===== src/rtl/trk_spi_readout.sv =====
module trk_spi_readout #(
  parameter int TRACK_BYTES = 96,
  parameter int TMO_CYCLES  = 8_000_000
) (
  input  logic                                 clk,
  input  logic                                 rst_n,
  input  logic                                 spi_sck,
  input  logic                                 spi_csn,
  input  logic                                 spi_mosi,
  output logic                                 spi_miso,
  output logic                                 spi_miso_en,
  input  logic                                 swipe_busy,
  input  logic                                 erase_busy,
  input  logic                                 buf_has_data,
  output logic                                 erase_start,
  output logic                                 host_lock,
  output logic                                 mem_rd,
  output logic [$clog2(24*TRACK_BYTES)-1:0]    mem_addr,
  input  logic                                 mem_bit
);
  localparam int TRACK_BITS = TRACK_BYTES * 8;
  localparam int ALL_BYTES  = 3 * TRACK_BYTES;
  localparam int TOTAL_BITS = ALL_BYTES * 8;
  localparam int AW = $clog2(TOTAL_BITS);
  localparam int BW = $clog2(ALL_BYTES + 1);
  localparam int TW = $clog2(TMO_CYCLES + 1);

  typedef enum logic [1:0] {S_IDLE, S_SEQ, S_BDATA, S_BLRC} st_t;

  logic [2:0] sck_q, csn_q;
  logic [1:0] mosi_q;
  always_ff @(posedge clk or negedge rst_n)
    if (!rst_n) begin
      sck_q <= '0; csn_q <= '1; mosi_q <= '0;
    end else begin
      sck_q <= {sck_q[1:0], spi_sck};
      csn_q <= {csn_q[1:0], spi_csn};
      mosi_q <= {mosi_q[0], spi_mosi};
    end

  logic sck_rise, sck_fall, cs_on, cs_begin, cs_end;
  assign sck_rise = sck_q[1] & ~sck_q[2];
  assign sck_fall = ~sck_q[1] & sck_q[2];
  assign cs_on    = ~csn_q[1];
  assign cs_begin = ~csn_q[1] & csn_q[2];
  assign cs_end   = csn_q[1] & ~csn_q[2];

  logic [TW-1:0] tmo_cnt;
  logic tmo_fire;
  assign tmo_fire = (tmo_cnt == TW'(TMO_CYCLES - 1)) & ~(sck_rise | sck_fall);
  always_ff @(posedge clk or negedge rst_n)
    if (!rst_n) tmo_cnt <= '0;
    else if (sck_rise | sck_fall) tmo_cnt <= '0;
    else if (tmo_cnt != TW'(TMO_CYCLES)) tmo_cnt <= tmo_cnt + 1'b1;

  logic [2:0] bitcnt;
  logic [6:0] rx;
  always_ff @(posedge clk or negedge rst_n)
    if (!rst_n) begin
      bitcnt <= '0; rx <= '0;
    end else if (cs_begin | cs_end | tmo_fire) begin
      bitcnt <= '0;
    end else if (sck_rise & cs_on) begin
      bitcnt <= bitcnt + 1'b1;
      rx <= {rx[5:0], mosi_q[1]};
    end

  logic byte_done;
  logic [7:0] cmd;
  assign byte_done = sck_rise & cs_on & (bitcnt == 3'd7);
  assign cmd = {rx, mosi_q[1]};

  logic is_seq, is_byt, is_stat, is_arm, is_eoc, is_cont, is_nop, is_bad;
  assign is_seq  = (cmd >= 8'h01) && (cmd <= 8'h04);
  assign is_byt  = (cmd >= 8'h11) && (cmd <= 8'h14);
  assign is_stat = cmd == 8'h06;
  assign is_arm  = cmd == 8'h05;
  assign is_eoc  = cmd == 8'h16;
  assign is_cont = cmd == 8'h15;
  assign is_nop  = (cmd == 8'h00) || (cmd == 8'hFF);
  assign is_bad  = ~(is_seq | is_byt | is_stat | is_arm | is_eoc | is_cont | is_nop);

  st_t st, n_st;
  logic win, n_win, f_por, f_inv, f_ooo;
  logic [BW-1:0] idx, len;
  logic [7:0] lrc, pf_byte, tx, n_tx, hdr_byte;
  logic hdr_busy, hdr_empty;
  logic do_hdr, do_eat, do_lrc, set_ooo, go;

  assign hdr_busy  = swipe_busy | erase_busy;
  assign hdr_empty = ~buf_has_data;
  assign hdr_byte  = {f_ooo, f_inv, 3'b000, f_por, hdr_empty, hdr_busy};

  logic [AW-1:0] rd_start;
  logic [BW-1:0] rd_len;
  assign rd_start = (cmd[2:0] == 3'd4) ? '0 : AW'(TRACK_BITS * (int'(cmd[2:0]) - 1));
  assign rd_len   = (cmd[2:0] == 3'd4) ? BW'(ALL_BYTES) : BW'(TRACK_BYTES);

  always_comb begin
    n_st = st; n_win = 1'b0;
    do_hdr = 1'b0; do_eat = 1'b0; do_lrc = 1'b0; set_ooo = 1'b0; go = 1'b0;
    if (is_arm || is_eoc) begin
      n_st = S_IDLE;
    end else begin
      if (st != S_IDLE && (is_seq || is_byt || is_stat) && !win) set_ooo = 1'b1;
      case (st)
        S_IDLE:
          if (is_stat) do_hdr = 1'b1;
          else if (is_seq || is_byt) begin
            if (host_lock) set_ooo = 1'b1;
            else begin
              do_hdr = 1'b1;
              if (!hdr_busy && !hdr_empty) begin
                go = 1'b1; n_win = 1'b1;
                n_st = is_seq ? S_SEQ : S_BDATA;
              end
            end
          end else if (is_cont) set_ooo = 1'b1;
        S_SEQ: begin
          if (is_cont) set_ooo = 1'b1;
          if (idx != len) do_eat = 1'b1;
          else begin do_lrc = 1'b1; n_st = S_IDLE; end
        end
        S_BDATA:
          if (is_cont) begin
            do_eat = 1'b1;
            if (idx == len - BW'(1)) n_st = S_BLRC;
          end
        S_BLRC: begin
          if (is_cont) set_ooo = 1'b1;
          do_lrc = 1'b1; n_st = S_IDLE;
        end
        default: n_st = S_IDLE;
      endcase
    end
    n_tx = is_arm ? 8'h05 : do_hdr ? hdr_byte : do_eat ? pf_byte : do_lrc ? lrc : 8'hFF;
  end

  always_ff @(posedge clk or negedge rst_n)
    if (!rst_n) begin
      st <= S_IDLE; win <= 1'b0; f_por <= 1'b1; f_inv <= 1'b0; f_ooo <= 1'b0;
      host_lock <= 1'b0; idx <= '0; len <= '0; lrc <= '0;
    end else if (cs_end) begin
      st <= S_IDLE; win <= 1'b0; f_inv <= 1'b0; f_ooo <= 1'b0;
    end else if (byte_done) begin
      st <= n_st; win <= n_win;
      if (is_arm) begin
        f_inv <= 1'b0; f_ooo <= 1'b0; host_lock <= 1'b0;
      end else if (do_hdr) begin
        f_inv <= 1'b0; f_ooo <= 1'b0; f_por <= 1'b0;
      end else begin
        f_inv <= f_inv | is_bad; f_ooo <= f_ooo | set_ooo;
      end
      if (go) begin
        host_lock <= 1'b1; len <= rd_len; idx <= '0; lrc <= '0;
      end
      if (do_eat) begin
        idx <= idx + 1'b1; lrc <= lrc ^ pf_byte;
      end
    end

  always_ff @(posedge clk or negedge rst_n)
    if (!rst_n) erase_start <= 1'b0;
    else erase_start <= byte_done & is_arm;

  always_ff @(posedge clk or negedge rst_n)
    if (!rst_n) tx <= 8'hFF;
    else if (cs_begin) tx <= 8'hFF;
    else if (byte_done) tx <= n_tx;
    else if (sck_fall && cs_on && bitcnt != 3'd0) tx <= {tx[6:0], 1'b1};

  assign spi_miso = tx[7];
  assign spi_miso_en = cs_on;

  logic [AW-1:0] pf_addr;
  logic [BW-1:0] pf_left;
  logic [2:0] pf_cnt;
  logic pf_valid, pf_pend;
  assign mem_rd = ~pf_valid & (pf_left != '0) & ~pf_pend;
  assign mem_addr = pf_addr;

  always_ff @(posedge clk or negedge rst_n)
    if (!rst_n) begin
      pf_addr <= '0; pf_left <= '0; pf_cnt <= '0; pf_valid <= 1'b0; pf_pend <= 1'b0;
      pf_byte <= 8'hFF;
    end else if (byte_done && go) begin
      pf_addr <= rd_start; pf_left <= rd_len; pf_cnt <= '0;
      pf_valid <= 1'b0; pf_pend <= 1'b0;
    end else begin
      if (byte_done && do_eat) pf_valid <= 1'b0;
      if (pf_pend) begin
        pf_byte <= {pf_byte[6:0], mem_bit};
        pf_addr <= pf_addr + 1'b1;
        pf_pend <= 1'b0;
        pf_cnt <= pf_cnt + 1'b1;
        if (pf_cnt == 3'd7) begin
          pf_valid <= 1'b1; pf_left <= pf_left - 1'b1;
        end
      end else if (mem_rd) pf_pend <= 1'b1;
    end

  p_erase_pulse_r9: assert property (@(posedge clk) disable iff (!rst_n)
    erase_start |=> !erase_start);
  p_lock_release_r13: assert property (@(posedge clk) disable iff (!rst_n)
    $fell(host_lock) |-> $past(byte_done && is_arm));
  p_addr_range_r4: assert property (@(posedge clk) disable iff (!rst_n)
    mem_rd |-> (int'(mem_addr) < TOTAL_BITS));
  p_cs_abort_r11: assert property (@(posedge clk) disable iff (!rst_n)
    cs_end |=> (st == S_IDLE && !f_inv && !f_ooo && bitcnt == 3'd0));
  p_idx_bound_r6: assert property (@(posedge clk) disable iff (!rst_n)
    idx <= len);
  p_stream_locked_r13: assert property (@(posedge clk) disable iff (!rst_n)
    (st != S_IDLE) |-> host_lock);
endmodule


===== config.mk =====
export PLATFORM = sky130hd
export DESIGN_NAME = trk_spi_readout
export DESIGN_NICKNAME = d
export VERILOG_FILES = /design/src/rtl/trk_spi_readout.sv
export SDC_FILE = /design/constraint.sdc
export NUM_CORES = 1
export LEC_CHECK = 0
export BUFFER_PORTS_ARGS = -buffer_cell sky130_fd_sc_hd__buf_2
export CORE_MARGIN = 5
export CORE_UTILIZATION = 35
export CTS_BUF_LIST = sky130_fd_sc_hd__clkbuf_4 sky130_fd_sc_hd__clkbuf_8
export DETAILED_ROUTE_END_ITERATION = 8
export HOLD_SLACK_MARGIN = 0.03
export PLACE_DENSITY = 0.6
export SYNTH_ARGS = -nofsm -noshare
export SYNTH_HDL_FRONTEND = slang
export SYNTH_SLANG_ARGS = --single-unit

===== constraint.sdc =====
create_clock -name clk -period 3.4 [get_ports clk]
set_clock_uncertainty 0.1 [all_clocks]
set_input_delay 0.51 -clock clk [delete_from_list [all_inputs] [get_ports clk]]
set_output_delay 0.51 -clock clk [all_outputs]
set_load 0.05 [all_outputs]

==> impl_results.md, run 1 <==
- Placeable Area: 16600 um^2
- Sink Count: 111
- Syn Nets: 627
- Final wirelength: 12.4 mm
- Worst path max stage delay: 480 ps
- Crit path max fanout: 6
- Final Critical Period: 2890 ps
- Worst Hold Class: primary input to flip-flop
- Yosys top cell by area: dfrtp_1
- Share of the synthesized area in the top cell type: 0.383
- Max Fclk: 0.346 GHz
- Overall power: 2810 uW
- Synth Area per Inst: 10.0 um^2
- Fin crit share: 0.850
- H-Tree Depth: 3
- Status: completed
- Synth area leaders: dfrtp_1, dfstp_2, ha_1, xnor2_1, nor2_1
- Fin. Hold Viols: 0
- IO Pins: 26
- Largest net degree at the start of global routing: 46
- Root buffer cell: clkbuf_8
- Capturing point of the worst reg2reg path: st[0]
- Via density: 5.10
- Maxcap violations: 0
- Initial drt markers: 224
- Fillers: 1629
- Num CTS Buffers: 9
- Yosys reg bits: 111
- YS warnings: 0
- DIE AREA: 19700 um^2
- Synthesized area: 5950 um^2
- R2r setup slk: 510 ps
- Startpoint types: flip-flop
- Final nets: 651
- Most common library cells after synthesis: dfrtp_1, nor2_1, xnor2_1
- Initial core utilization: 0.357
- Crit end category: flip-flop
- Worst-path clk slew: 110 ps
- Post-CTS Setup Inserts: 0
- Number of distinct library cells after synthesis: 64
- Overall Global Routing Usage: 0.131
- Syn Inst Count: 592
- DR WL/cell: 14.7 um
- Crit path to: st[0]
- Global-route wire length before repair: 21.4 mm
- Drt pass-1 iters: 4
- Fin cells: 841
- Area grow syn2layout: 9.89%
- Fin Setup TNS: 0 ps
- Number of flops mapped to enable cells by yosys: 0
- Met2 Track Usage GR: 0.207
- Data arrival time of the critical path: 3110 ps
- I/O Buffers: 25
- Gpl congestion: 0.833
- Die Ht: 140 um
- Placed cells: 824
- Global routing usage on met3: 0.0273
- Ys async rst share: 1.00
- Crit path launch: rx[0]
- GRT overflow: 0
- Dominant synthesized flop cell: dfrtp_1
- Pwr Density: 430 nW/um^2
- Critical path, cell by cell: inv_1, ha_1, nor3b_1, nor4_2, or4b_1, a221o_1, or3_1, a31oi_1
- Worst-Skew Late Latency: 390 ps
- Leak: 0.00281 uW
- Total number of vias: 4285
- Share of layout cells above drive strength 1: 0.151
- # diodes: 0
- Final core occ: 0.393
- Met1 GRT Util: 0.181
- Most common cell in the netlist: dfrtp_1
- Longest Clk Path Bufs: 2
- CTS tree: yes
- Max Transition Viols Final: 0
- Rows: 47
- Unrepaired setup endpoints after global routing: no
- Global route hottest layer: met2
- Cells on worst reg2reg path: 8
- Worst Setup Path Type: flip-flop to flip-flop
- Final setup fails: 0
- DRC Markers: 0
- Slowest CP cell: or4b_1
- Die W: 140 um
- Initial antenna violation count: 0
- Slew @ Worst Pin: 679 ps
- Vias in the first global route: 4336
- Post-synthesis sequential area ratio: 0.471
- RR Startpoint: rx[0]
- DP HPWL: 9.01 mm
- Relative slew slack: 0.541
- Worst EP required: 3620 ps
- Worst vdd ir: 173 uV
- Final ANT Viol Nets: 0
## stage by stage
step	cell area, um^2	setup slack [ps]	hold WS (ps)
after CTS	6540	500	88.1
final	6540	509	116
after global placement	6340	600	232
after floorplan	5950	776	114
after detailed placement	6340	521	236
after global routing	6540	313	88.1
## cell type report
cell class	instances	area, um^2	area share
multi-input cells	431	2950	0.452
repair buffers	34	210	0.0322
clock inverters	4	31.3	0.00479
flip-flops and latches	111	2800	0.429
inverters	29	109	0.0167
well taps	220	275	0.0421
clock buffers	12	153	0.0234
## layer usage
metal | vias up | wire [um]
met1 | 2098 | 6080
met3 | 17 | 505
met4 | 0 | 193
met5 | - | 0
met2 | 66 | 5630
li1 | 2104 | -
## critical path, delay by kind of cell, from the launching register on
family / cells / cell delay, ps
adder cells (fa/ha/maj): 1 / 290
AO/OA/AOI/OAI: 2 / 510
AND/OR/NAND/NOR: 4 / 1320
flip-flops: 1 / 420
buffers and inverters: 1 / 180
## report_power, final
group,total (uW),switching (uW),internal (uW)
sequential,1470,88.5,1380
clock,761,455,306
combinational,579,347,232
## state kept, by name, indices dropped and copies added, names as in the netlist, 2 cells and up
name,flops
rx,7
pf_cnt,3
st,2
tmo_cnt,23
csn_q,3
bitcnt,3
idx,9
tx,8
mosi_q,2
pf_byte,8
len,3
lrc,8
mem_addr,12
pf_left,9
sck_q,3
## kinds of logic (layout without fill, tap and decap cells)
logic type | count (synthesis) | in the layout | share of synthesized area
mux | 27 | 27 | 0.0490
simple gates | 234 | 234 | 0.209
compound gates | 85 | 85 | 0.0955
buf+inv | 50 | 79 | 0.0328
flops | 111 | 111 | 0.471
fa+ha+maj | 26 | 26 | 0.0560
xor+xnor | 59 | 59 | 0.0869
## placed cells by master, fill, tap and decap left out, types with 11 or more instances in the layout
master / netlist / routed
nand2_1: 29 / 29
nand3_1: 24 / 24
dfstp_2: 20 / 20
and2_1: 23 / 23
nor2_1: 74 / 74
nor3_1: 13 / 12
inv_1: 29 / 29
xnor2_1: 33 / 33
xor2_1: 26 / 26
dfrtp_1: 91 / 91
buf_2: 3 / 24
ha_1: 25 / 25
mux2_2: 17 / 17
nand4_1: 11 / 11
o21ai_0: 25 / 25
## what timing repair did
item / in CTS / in global routing
resized for setup: 0 / 0
hold endpoints to repair: 37 / 0
hold buffers: 1 / 0
## worst min path at each step
stage | start | slack [ps] | depth (start not counted) | endpoint
floorplan | rst_n | 110 | 0 | bitcnt[0]
global placement | sck_q[0] | 230 | 0 | sck_q[1]
detailed placement | sck_q[0] | 240 | 0 | sck_q[1]
CTS | spi_mosi | 90 | 1 | mosi_q[0]
global route | spi_mosi | 90 | 1 | mosi_q[0]
finish | spi_mosi | 120 | 1 | mosi_q[0]
Power figures use the tool's default switching activity.
==> inputs of run 2 (changes only) <==
REMOVE_ABC_BUFFERS = 1   (was unset)
==> impl_results.md, run 2 (synthesized netlist as in run 1, its figures left out) <==
- Final Critical Period: 2920 ps
- Largest net degree at the start of global routing: 62
- Via density: 5.15
- Max reg flops: 23
- Sw power: 915 uW
- Initial antenna violation count: 0
- CTS tree: yes
- GRT overflow: 0
- Worst Slack Setup Final: 476 ps
- Initial drt markers: 413
- Die W: 140 um
- Vias in the first global route: 4301
- CTS resizes: 0
- Num CTS Buffers: 9
- Most frequent cells in the layout: dfrtp_1, nor2_1, xnor2_1
- Fin Setup TNS: 0 ps
- Fin crit share: 0.860
- Cells on worst reg2reg path: 8
- Drt pass-1 iters: 4
- Worst-Skew Late Latency: 390 ps
- Gpl congestion: 0.856
- Root buffer cell: clkbuf_8
- Area grow syn2layout: 10.0%
- Rows: 47
- Largest Register: tmo_cnt
- Startpoint types: flip-flop
- Cell area after layout: 6540 um^2
- DIE AREA: 19700 um^2
- Switching portion of total power: 0.324
- # diodes: 0
- Unrepaired setup endpoints after global routing: no
- Hold Buf Count CTS: 0
- Reg power frac: 0.523
- Die Ht: 140 um
- Commonest non-fill, non-tap cell in the layout: dfrtp_1
- RR Startpoint: mosi_q[1]
- DR WL/cell: 14.9 um
- Worst vdd ir: 324 uV
- Overall Global Routing Usage: 0.133
- Int Pwr: 1910 uW
- Global-route wire length before repair: 21.5 mm
- Placeable Area: 16600 um^2
- Placed cell areas: 6360 um^2
- Final wirelength: 12.6 mm
- Crit path max fanout: 6
- Capturing point of the worst reg2reg path: st[0]
- IO Pins: 26
- Pwr Density: 432 nW/um^2
- Worst-path clk slew: 110 ps
- Fin. Hold Viols: 0
- Clock power frac: 0.274
- Worst Setup Path Type: flip-flop to flip-flop
- Status: completed
- Final setup fails: 0
- Total number of vias: 4333
- Slew @ Worst Pin: 749 ps
- Max Fclk: 0.342 GHz
- Worst EP required: 3620 ps
- Final ANT Viol Nets: 0
- H-Tree Depth: 3
- R2r setup slk: 480 ps
- Longest Clk Path Bufs: 2
- Final nets: 652
- Share of layout cells above drive strength 1: 0.153
- I/O Buffers: 25
- Leak: 0.00283 uW
- Sink Count: 111
- Relative slew slack: 0.499
- DP HPWL: 9.00 mm
- Data arrival time of the critical path: 3140 ps
- DRC Markers: 0
- Worst slack, placed: 495 ps
- Max Transition Viols Final: 0
- Crit end category: flip-flop
- Initial core utilization: 0.357
- Combinational power share: 0.203
- Post-CTS Setup Inserts: 0
- Worst Hold Class: primary input to async pin
- Maxcap violations: 0
run 2: changes by cell type in the layout (fill, tap and decap cells not counted), sizes merged:
| cell | before | now |
|---|---|---|
| clkbuf | 12 | 10 |
| dlygate4sd3 | 1 | 0 |
| clkinvlp | 3 | 0 |
| inv | 30 | 33 |
| buf | 33 | 35 |
| clkinv | 0 | 2 |
run 2: area by class of cell:
type	count	area (um^2)
clock buffers	10	138
clock inverters	6	50.0
fillers	1634	10100
inverters	29	109
multi-input cells	431	2950
flip-flops and latches	111	2800
well taps	220	275
repair buffers	35	215
run 2: metal layers:
layer  vias to the layer above  wire, um  track usage
li1                       2112         -            -
met1                      2141      5930        0.182
met2                        65      5910        0.208
met3                        15       530       0.0331
met4                         0       207       0.0398
met5                         -         0            0
run 2: power groups by stage:
stage                     logic (uW)  clock network (uW)  registers, uW
after floorplan                  411                   0           1470
after global placement           561                   0           1500
after detailed placement         571                   0           1500
after CTS                        573                 817           1480
after global routing             637                 858           1490
final                            573                 776           1480
run 2: how the worst max path moves through the flow:
stage / from / end / slack (ps) / depth (start not counted)
final: mosi_q[1] / st[0] / 480 / 8
after global routing: rx[0] / st[0] / 320 / 8
after CTS: mosi_q[1] / st[0] / 490 / 8
after detailed placement: mosi_q[1] / st[0] / 500 / 8
after global placement: mosi_q[1] / st[0] / 580 / 8
after floorplan: mosi_q[1] / pf_byte[0] / -560 / 8
run 2: per-stage QoR:
| step | utilization | cells | total power [uW] | hold WS [ps] |
|---|---|---|---|---|
| after floorplan | - | 571 | 1880 | 114 |
| after global placement | 0.382 | 826 | 2060 | 238 |
| after detailed placement | 0.382 | 826 | 2070 | 246 |
| after CTS | 0.393 | 842 | 2870 | 52.2 |
| after global routing | 0.393 | 842 | 2980 | 78.0 |
| final | 0.393 | 842 | 2830 | 31.3 |
run 2: critical path, cell delays in order (launching register included):
cell     delay, ps
dfrtp_1        430
inv_1          160
ha_1           250
nor3b_1        160
nor4_2         390
or4b_1         480
a221o_1        350
or3_1          380
a31oi_1        160
